**src/rtl/dram_guard_pkg.sv**
```systemverilog
`timescale 1ns/1ps
package dram_guard_pkg;
   typedef enum logic [2:0] {
      CMD_NOP = 3'd0,
      CMD_ACT = 3'd1,
      CMD_RD  = 3'd2,
      CMD_WR  = 3'd3,
      CMD_PRE = 3'd4,
      CMD_REF = 3'd5,
      CMD_MRS = 3'd6,
      CMD_BST = 3'd7
   } cmd_e;

   localparam int VCODE_W  = 8;
   localparam int VB_STATE = 0;
   localparam int VB_MRD   = 1;
   localparam int VB_RCD   = 2;
   localparam int VB_RP    = 3;
   localparam int VB_RC    = 4;
   localparam int VB_RRD   = 5;
   localparam int VB_RAS   = 6;
   localparam int VB_WRITE = 7;
endpackage

```
**src/rtl/guard_decode.sv**
```systemverilog
`timescale 1ns/1ps
module guard_decode
   import dram_guard_pkg::*;
(
   input  logic cs_n,
   input  logic ras_n,
   input  logic cas_n,
   input  logic we_n,
   output cmd_e cmd
);
   always_comb begin
      if (cs_n) begin
         cmd = CMD_NOP;
      end else begin
         unique case ({ras_n, cas_n, we_n})
            3'b011:  cmd = CMD_ACT;
            3'b101:  cmd = CMD_RD;
            3'b100:  cmd = CMD_WR;
            3'b010:  cmd = CMD_PRE;
            3'b001:  cmd = CMD_REF;
            3'b000:  cmd = CMD_MRS;
            3'b110:  cmd = CMD_BST;
            default: cmd = CMD_NOP;
         endcase
      end
   end
endmodule

```
**src/rtl/guard_bank.sv**
```systemverilog
`timescale 1ns/1ps
module guard_bank
   import dram_guard_pkg::*;
#(
   parameter int ROW_W     = 13,
   parameter int CW        = 5,
   parameter int AW        = 15,
   parameter int T_RCD     = 4,
   parameter int T_RP      = 4,
   parameter int T_RAS_MIN = 9,
   parameter int T_RAS_MAX = 24000,
   parameter int T_RC      = 12,
   parameter int T_WR      = 3,
   parameter int BURST_CYC = 2
) (
   input  logic             clk,
   input  logic             rst_n,
   input  logic             hit,
   input  cmd_e             cmd,
   input  logic             flag10,
   input  logic [ROW_W-1:0] row_i,
   output logic             open_o,
   output logic [ROW_W-1:0] row_o,
   output logic             v_state,
   output logic             v_rcd,
   output logic             v_rp,
   output logic             v_ras,
   output logic             v_rc,
   output logic             v_wr
);
   localparam logic [CW-1:0] L_RCD = CW'(T_RCD - 1);
   localparam logic [CW-1:0] L_RAS = CW'(T_RAS_MIN - 1);
   localparam logic [CW-1:0] L_RC  = CW'(T_RC - 1);
   localparam logic [CW-1:0] L_RP  = CW'(T_RP - 1);
   localparam logic [CW-1:0] L_WR  = CW'(BURST_CYC + T_WR - 1);
   localparam logic [CW-1:0] L_APR = CW'(BURST_CYC + T_RP - 1);
   localparam logic [CW-1:0] L_APW = CW'(BURST_CYC + T_WR + T_RP - 1);
   localparam logic [AW-1:0] AGE_MAX = AW'(T_RAS_MAX);
   localparam logic [AW-1:0] AGE_TOP = AW'(T_RAS_MAX + 1);

   logic [CW-1:0] rcd_c, ras_c, rc_c, rp_c, wr_c;
   logic [AW-1:0] age;
   logic          is_act, is_acc, is_pre, closes, do_act, do_acc, ap_close;

   function automatic logic [CW-1:0] dn(input logic [CW-1:0] v);
      return (v == '0) ? v : v - 1'b1;
   endfunction

   assign is_act   = (cmd == CMD_ACT);
   assign is_acc   = (cmd == CMD_RD) || (cmd == CMD_WR);
   assign is_pre   = (cmd == CMD_PRE);
   assign closes   = is_pre && (flag10 || hit) && open_o;
   assign do_act   = hit && is_act && !open_o;
   assign do_acc   = hit && is_acc && open_o;
   assign ap_close = do_acc && flag10;

   assign v_state = hit && ((is_act && open_o) || (is_acc && !open_o));
   assign v_rcd   = do_acc && (rcd_c != '0);
   assign v_rp    = do_act && (rp_c != '0);
   assign v_rc    = do_act && (rc_c != '0);
   assign v_ras   = closes && ((ras_c != '0) || (age > AGE_MAX));
   assign v_wr    = closes && (wr_c != '0);

   always_ff @(posedge clk) begin
      if (!rst_n) begin
         open_o <= 1'b0;
         row_o  <= '0;
         rcd_c  <= '0;
         ras_c  <= '0;
         rc_c   <= '0;
         rp_c   <= '0;
         wr_c   <= '0;
         age    <= '0;
      end else begin
         if (do_act) begin
            open_o <= 1'b1;
            row_o  <= row_i;
         end else if (closes || ap_close) begin
            open_o <= 1'b0;
         end
         rcd_c <= do_act ? L_RCD : dn(rcd_c);
         ras_c <= do_act ? L_RAS : dn(ras_c);
         rc_c  <= do_act ? L_RC  : dn(rc_c);
         if (closes)
            rp_c <= L_RP;
         else if (ap_close)
            rp_c <= (cmd == CMD_WR) ? L_APW : L_APR;
         else
            rp_c <= dn(rp_c);
         wr_c <= (do_acc && cmd == CMD_WR) ? L_WR : dn(wr_c);
         if (do_act)
            age <= AW'(1);
         else if (open_o && age != AGE_TOP)
            age <= age + 1'b1;
      end
   end
endmodule

```
**src/rtl/guard_shared.sv**
```systemverilog
`timescale 1ns/1ps
module guard_shared
   import dram_guard_pkg::*;
#(
   parameter int CW        = 5,
   parameter int T_RRD     = 3,
   parameter int T_WTR     = 1,
   parameter int T_MRD     = 2,
   parameter int BURST_CYC = 2
) (
   input  logic clk,
   input  logic rst_n,
   input  cmd_e cmd,
   input  logic commit,
   output logic v_rrd,
   output logic v_wtr,
   output logic v_mrd
);
   localparam logic [CW-1:0] L_RRD = CW'(T_RRD - 1);
   localparam logic [CW-1:0] L_WTR = CW'(BURST_CYC + T_WTR - 1);
   localparam logic [CW-1:0] L_MRD = CW'(T_MRD - 1);

   logic [CW-1:0] rrd_c, wtr_c, mrd_c;

   function automatic logic [CW-1:0] dn(input logic [CW-1:0] v);
      return (v == '0) ? v : v - 1'b1;
   endfunction

   assign v_rrd = (cmd == CMD_ACT) && (rrd_c != '0);
   assign v_wtr = (cmd == CMD_RD)  && (wtr_c != '0);
   assign v_mrd = (cmd != CMD_NOP) && (mrd_c != '0);

   always_ff @(posedge clk) begin
      if (!rst_n) begin
         rrd_c <= '0;
         wtr_c <= '0;
         mrd_c <= '0;
      end else begin
         rrd_c <= (commit && cmd == CMD_ACT) ? L_RRD : dn(rrd_c);
         wtr_c <= (commit && cmd == CMD_WR)  ? L_WTR : dn(wtr_c);
         mrd_c <= (commit && cmd == CMD_MRS) ? L_MRD : dn(mrd_c);
      end
   end
endmodule

```
**src/rtl/dram_cmd_guard.sv**
```systemverilog
`timescale 1ns/1ps
module dram_cmd_guard
   import dram_guard_pkg::*;
#(
   parameter int NUM_BANKS = 4,
   parameter int BANK_W    = 2,
   parameter int ROW_W     = 13,
   parameter int AP_BIT    = 10,
   parameter int T_RCD     = 4,
   parameter int T_RP      = 4,
   parameter int T_RAS_MIN = 9,
   parameter int T_RAS_MAX = 24000,
   parameter int T_RC      = 12,
   parameter int T_RRD     = 3,
   parameter int T_WR      = 3,
   parameter int T_WTR     = 1,
   parameter int T_MRD     = 2,
   parameter int BURST_CYC = 2
) (
   input  logic                       clk,
   input  logic                       rst_n,
   input  logic                       cs_n,
   input  logic                       ras_n,
   input  logic                       cas_n,
   input  logic                       we_n,
   input  logic [BANK_W-1:0]          ba,
   input  logic [ROW_W-1:0]           addr,
   output logic [2:0]                 cmd_o,
   output logic [NUM_BANKS-1:0]       bank_open_o,
   output logic [NUM_BANKS*ROW_W-1:0] open_row_o,
   output logic                       viol_o,
   output logic [VCODE_W-1:0]         viol_code_o
);
   localparam int CW = $clog2(T_RC + T_RRD + BURST_CYC + T_WR + T_WTR + T_MRD + T_RP + 1);
   localparam int AW = $clog2(T_RAS_MAX + 2);

   if (NUM_BANKS != (1 << BANK_W)) begin : g_bad_banks
      $error("NUM_BANKS must equal 2**BANK_W");
   end
   if (AP_BIT >= ROW_W) begin : g_bad_ap
      $error("AP_BIT must lie inside the address bus");
   end
   if (T_RCD < 1 || T_RP < 1 || T_RRD < 1 || T_MRD < 1 || BURST_CYC < 1) begin : g_bad_time
      $error("timing limits must be at least one cycle");
   end
   if (T_RC < T_RRD || T_RAS_MAX < T_RAS_MIN) begin : g_bad_order
      $error("inconsistent timing limits");
   end

   cmd_e                 cmd;
   logic                 flag10;
   logic [NUM_BANKS-1:0] b_state, b_rcd, b_rp, b_ras, b_rc, b_wr;
   logic                 s_rrd, s_wtr, s_mrd, commit;
   logic [VCODE_W-1:0]   raw;

   assign flag10 = addr[AP_BIT];

   guard_decode u_dec (
      .cs_n (cs_n),
      .ras_n(ras_n),
      .cas_n(cas_n),
      .we_n (we_n),
      .cmd  (cmd)
   );

   for (genvar i = 0; i < NUM_BANKS; i++) begin : g_bank
      logic             hit_i;
      logic [ROW_W-1:0] row_i_q;
      assign hit_i = (ba == BANK_W'(i));
      guard_bank #(
         .ROW_W(ROW_W), .CW(CW), .AW(AW),
         .T_RCD(T_RCD), .T_RP(T_RP), .T_RAS_MIN(T_RAS_MIN), .T_RAS_MAX(T_RAS_MAX),
         .T_RC(T_RC), .T_WR(T_WR), .BURST_CYC(BURST_CYC)
      ) u_bank (
         .clk    (clk),
         .rst_n  (rst_n),
         .hit    (hit_i),
         .cmd    (cmd),
         .flag10 (flag10),
         .row_i  (addr),
         .open_o (bank_open_o[i]),
         .row_o  (row_i_q),
         .v_state(b_state[i]),
         .v_rcd  (b_rcd[i]),
         .v_rp   (b_rp[i]),
         .v_ras  (b_ras[i]),
         .v_rc   (b_rc[i]),
         .v_wr   (b_wr[i])
      );
      assign open_row_o[i*ROW_W +: ROW_W] = row_i_q;
   end

   assign commit = ~|b_state;

   guard_shared #(
      .CW(CW), .T_RRD(T_RRD), .T_WTR(T_WTR), .T_MRD(T_MRD), .BURST_CYC(BURST_CYC)
   ) u_shared (
      .clk   (clk),
      .rst_n (rst_n),
      .cmd   (cmd),
      .commit(commit),
      .v_rrd (s_rrd),
      .v_wtr (s_wtr),
      .v_mrd (s_mrd)
   );

   always_comb begin
      raw           = '0;
      raw[VB_STATE] = |b_state;
      raw[VB_MRD]   = s_mrd;
      raw[VB_RCD]   = |b_rcd;
      raw[VB_RP]    = |b_rp;
      raw[VB_RC]    = |b_rc;
      raw[VB_RRD]   = s_rrd;
      raw[VB_RAS]   = |b_ras;
      raw[VB_WRITE] = (|b_wr) | s_wtr;
   end

   assign viol_code_o = raw & (~raw + VCODE_W'(1));
   assign viol_o      = |raw;
   assign cmd_o       = cmd;
endmodule

```
**config.mk**
```make
export PLATFORM = sky130hd
export DESIGN_NAME = dram_cmd_guard
export DESIGN_NICKNAME = d
export VERILOG_FILES = /design/src/rtl/dram_guard_pkg.sv /design/src/rtl/guard_decode.sv /design/src/rtl/guard_bank.sv /design/src/rtl/guard_shared.sv /design/src/rtl/dram_cmd_guard.sv
export SDC_FILE = /design/constraint.sdc
export NUM_CORES = 1
export LEC_CHECK = 0
export BUFFER_PORTS_ARGS = -buffer_cell sky130_fd_sc_hd__clkbuf_2
export CAP_MARGIN = 20
export CORE_ASPECT_RATIO = 1.1
export CORE_MARGIN = 2
export CORE_UTILIZATION = 50
export CTS_BUF_LIST = sky130_fd_sc_hd__clkbuf_8 sky130_fd_sc_hd__clkbuf_16
export DETAILED_ROUTE_END_ITERATION = 6
export PLACE_DENSITY_LB_ADDON = 0.12
export SLEW_MARGIN = 10
export SYNTH_ARGS = -nofsm -noshare
export SYNTH_HDL_FRONTEND = slang
export SYNTH_SLANG_ARGS = --single-unit
export TNS_END_PERCENT = 5
```
**constraint.sdc**
```tcl
create_clock -name clk -period 2.36 [get_ports clk]
set_input_delay 0.118 -clock clk [delete_from_list [all_inputs] [get_ports clk]]
set_output_delay 0.118 -clock clk [all_outputs]
set_load 0.05 [all_outputs]
```
==> flow_metrics.env <==
export IMPL_outcome="finished with violations"
export IMPL_violations="negative setup slack"
export IMPL_syn_inst=1293
export IMPL_antenna_found_initial=0
export IMPL_required_ns=2.24
export IMPL_nFillCells=1795
export IMPL_relSlewSlack_pct=59.5
export IMPL_num_rows=55
export IMPL_path_cells="inv_1 -> ha_2 -> nand2b_1 -> or3_4 -> a221oi_4 -> a21oi_1 -> or4_4 -> nor4b_4 -> buf_12"
export IMPL_total_leakage_power_nw=5.39
export IMPL_viasPerCell=5.28
export IMPL_diodes=0
export IMPL_clock_skew_ns=0.0149
export IMPL_max_freq_ghz=0.338
export IMPL_intPower_w=0.00963
export IMPL_clk_path_buf_depth=3
export IMPL_design_core_area_mm2=0.0206
export IMPL_p_comb_share_pct=39.1
export IMPL_clock_latency_ns=0.52
export IMPL_synth_area_per_cell_um2=8.18
export IMPL_hold_path_depth=3
export IMPL_clock_sinks=231
export IMPL_synth_warnings=0
export IMPL_ys_types=55
export IMPL_yosys_area_top_type="dfxtp_1"
export IMPL_syn_area_mm2=0.0106
export IMPL_syn_nets=1355
export IMPL_peakVddDrop_mv=0.553
export IMPL_grt_max_degree=54
export IMPL_cts_clk_slew_worst_paths_ns=0.06
export IMPL_period_minus_slack_ns=2.96
export IMPL_min_from="cas_n"
export IMPL_crit_start="g_bank[1].u_bank.rc_c[0]"
export IMPL_grt_pass1_wl_um=42400
export IMPL_synth_common_cells="dfxtp_1, nand2_1, nor2_1, a21oi_1, xnor2_1"
export IMPL_pre_cts_ws_ns=-0.171
export IMPL_switchingPower_w=0.00490
export IMPL_start_util_pct=51.2
export IMPL_critPathMaxStageDelay_ns=0.46
export IMPL_sequentialPowerShare_pct=35.9
export IMPL_drive_gt1_share_pct=19.0
export IMPL_nets=1547
export IMPL_setup_viol=6
export IMPL_power_density_mw_per_mm2=1110
export IMPL_cts_max_level=1
export IMPL_multiInputGateArea_mm2=0.00561
export IMPL_drv_slew=0
export IMPL_grt_pass1_vias=9000
export IMPL_p_sw_share_pct=33.7
export IMPL_wirelength_um=25400
export IMPL_fin_ws_ns=-0.599
export IMPL_io_pins=89
export IMPL_drtIter0Drc=315
export IMPL_seq_area_frac_synth_pct=43.7
export IMPL_ys_top_cells_by_area="dfxtp_1, nand2_1, nor2_1, xnor2_1, a21oi_1"
export IMPL_die_x_um=143
export IMPL_die_h_um=157
export IMPL_synth_top_flop_cell="dfxtp_1"
export IMPL_grt_ovfl_total=0
export IMPL_cp_end_kind="output pin"
export IMPL_ys_ff_latch=231
export IMPL_finalHoldViolations=0
export IMPL_arrival_ns=2.84
export IMPL_place_gp_congestion=0.828
export IMPL_final_antenna_net_count=0
export IMPL_synth_edf_count=0
export IMPL_async_flop_share_pct=0
export IMPL_p_clk_share_pct=25.1
export IMPL_root_buffer="clkbuf_16"
export IMPL_rsz0062_at_grt="yes"
export IMPL_cpMaxStageDelayCell="or4_4"
export IMPL_r2r_start="g_bank[0].u_bank.open_o"
export IMPL_grtUsageTotal_pct=22.9
export IMPL_dp_hpwl_um=17600
export IMPL_regArea_mm2=0.00463
export IMPL_whs_ns=0.0260
export IMPL_die_area_mm2=0.0223
export IMPL_synthToLayoutAreaGrowth_pct=24.2
export IMPL_fin_crit_sh_pct=125
export IMPL_worstHoldPathType="in2reg"
export IMPL_cts_made_buffers=25
export IMPL_start_kind="flop"
export IMPL_setup_tns_ns=-1.82
export IMPL_worstRegToRegCells=7
export IMPL_drv_cap=0
export IMPL_critPathKind="reg2out"
export IMPL_worst_pin_slew_ns=0.603
export IMPL_drt_first_pass_iters=5
export IMPL_cp_max_fo=2
export IMPL_wl_per_cell_um=14.5
export IMPL_drc=0
export IMPL_synth_most_common_cell="dfxtp_1"
export IMPL_vias=9259
export IMPL_port_buffers=88
export IMPL_tritoncts="built"
export IMPL_synth_top_area_share_pct=43.7
==> cell families after synthesis <==
group	count (synthesis)	share of synthesized area, %
mux	13	1.40
compound gates	198	10.7
fa+ha+maj	41	4.85
xor+xnor	106	8.78
flops	231	43.7
buf+inv	120	4.84
simple gates	584	25.8
==> cell type report <==
| class | instances | area share, % |
|---|---|---|
| clock buffers | 29 | 5.18 |
| clock inverters | 11 | 0.562 |
| inverters | 65 | 1.87 |
| multi-input cells | 942 | 42.7 |
| flip-flops and latches | 231 | 35.2 |
| well taps | 256 | 2.44 |
| repair buffers | 220 | 12.0 |
==> path summary, 6_finish.rpt <==
| kind | slack, ns | to |
|---|---|---|
| max | -0.60 | viol_code_o[7] |
| min | 0.03 | u_shared.mrd_c[0] |
| max reg2reg | 0.37 | g_bank[0].u_bank.rp_c[2] |
| min reg2reg | 0.43 | g_bank[1].u_bank.ras_c[4] |
==> per-stage QoR <==
step	cells	total power, W	instance area (um^2)	util, %
after global routing	1754	0.0156	13100	63.6
after global placement	1702	0.0106	12100	58.6
after CTS	1754	0.0146	13100	63.4
after floorplan	1293	0.00922	10600	-
after detailed placement	1702	0.0107	12100	58.6
final	1754	0.0145	13100	63.6
==> worst max-delay path, delay by kind of cell (launching register included) <==
family                   cells  cell delay [ns]
AO/OA/AOI/OAI                2             0.45
adder cells (fa/ha/maj)      1             0.18
buffers and inverters        2             0.23
flip-flops                   1             0.31
AND/OR/NAND/NOR              4             1.15
==> state kept, by name, summed over array words and instances (netlist names) <==
| name | count |
|---|---|
| u_shared.rrd_c | 5 |
| g_bank.u_bank.row_o | 52 |
| g_bank.u_bank.wr_c | 20 |
| g_bank.u_bank.rcd_c | 20 |
| g_bank.u_bank.age | 60 |
| u_shared.wtr_c | 5 |
| u_shared.mrd_c | 5 |
| g_bank.u_bank.ras_c | 20 |
| g_bank.u_bank.rp_c | 20 |
| g_bank.u_bank.rc_c | 20 |
| g_bank.u_bank.open_o | 4 |
==> metal layers <==
layer,wire length [um],track usage (%),vias to the layer above
met5,0,0,-
met4,629,6.84,0
met3,1100,4.01,53
met2,12000,39.2,154
met1,11700,29.7,4317
li1,-,-,4735
==> cells in the final DEF (no fill, tap or decap), types with 4 or more instances in the layout <==
cell type | synthesis | final
o31ai_1 | 4 | 4
xor2_1 | 34 | 34
buf_12 | 0 | 6
buf_4 | 7 | 117
dlygate4sd3_1 | 0 | 12
inv_1 | 64 | 72
nor2_1 | 180 | 177
nand3b_1 | 7 | 7
nand2b_1 | 13 | 13
nand3_1 | 30 | 30
o21a_1 | 6 | 6
o21ai_0 | 33 | 33
o211ai_1 | 7 | 7
a21oi_1 | 114 | 114
a31oi_1 | 11 | 11
nor2b_1 | 8 | 8
nor3_1 | 69 | 61
clkbuf_16 | 0 | 25
mux2_2 | 4 | 4
nor3_2 | 0 | 7
nor4b_4 | 3 | 7
or3_1 | 19 | 18
nand4_1 | 12 | 12
and4_1 | 4 | 4
clkbuf_8 | 0 | 5
and3_1 | 13 | 13
mux2i_1 | 8 | 8
dfxtp_1 | 231 | 228
xnor2_1 | 72 | 72
nor4_1 | 12 | 10
a211oi_1 | 7 | 5
ha_1 | 41 | 38
clkbuf_2 | 1 | 80
nand2_1 | 192 | 192
==> power groups by stage <==
stage	clock network [W]	logic [W]	registers (W)
after CTS	0.00372	0.00566	0.00519
after detailed placement	0	0.00547	0.00525
after floorplan	0	0.00403	0.00519
final	0.00364	0.00567	0.00521
after global routing	0.00389	0.00644	0.00531
after global placement	0	0.00536	0.00524
==> what timing repair did <==
item / 4_1_cts / 5_1_grt
resized for setup: 27 / 12
buffers inserted: 0 / 0
gates cloned: 0 / 0
pin swaps: 3 / 4
hold buffers: 12 / 0
setup endpoints to repair: 7 / 8
endpoints found under the hold margin: 48 / 0
Power figures use the tool's default switching activity.
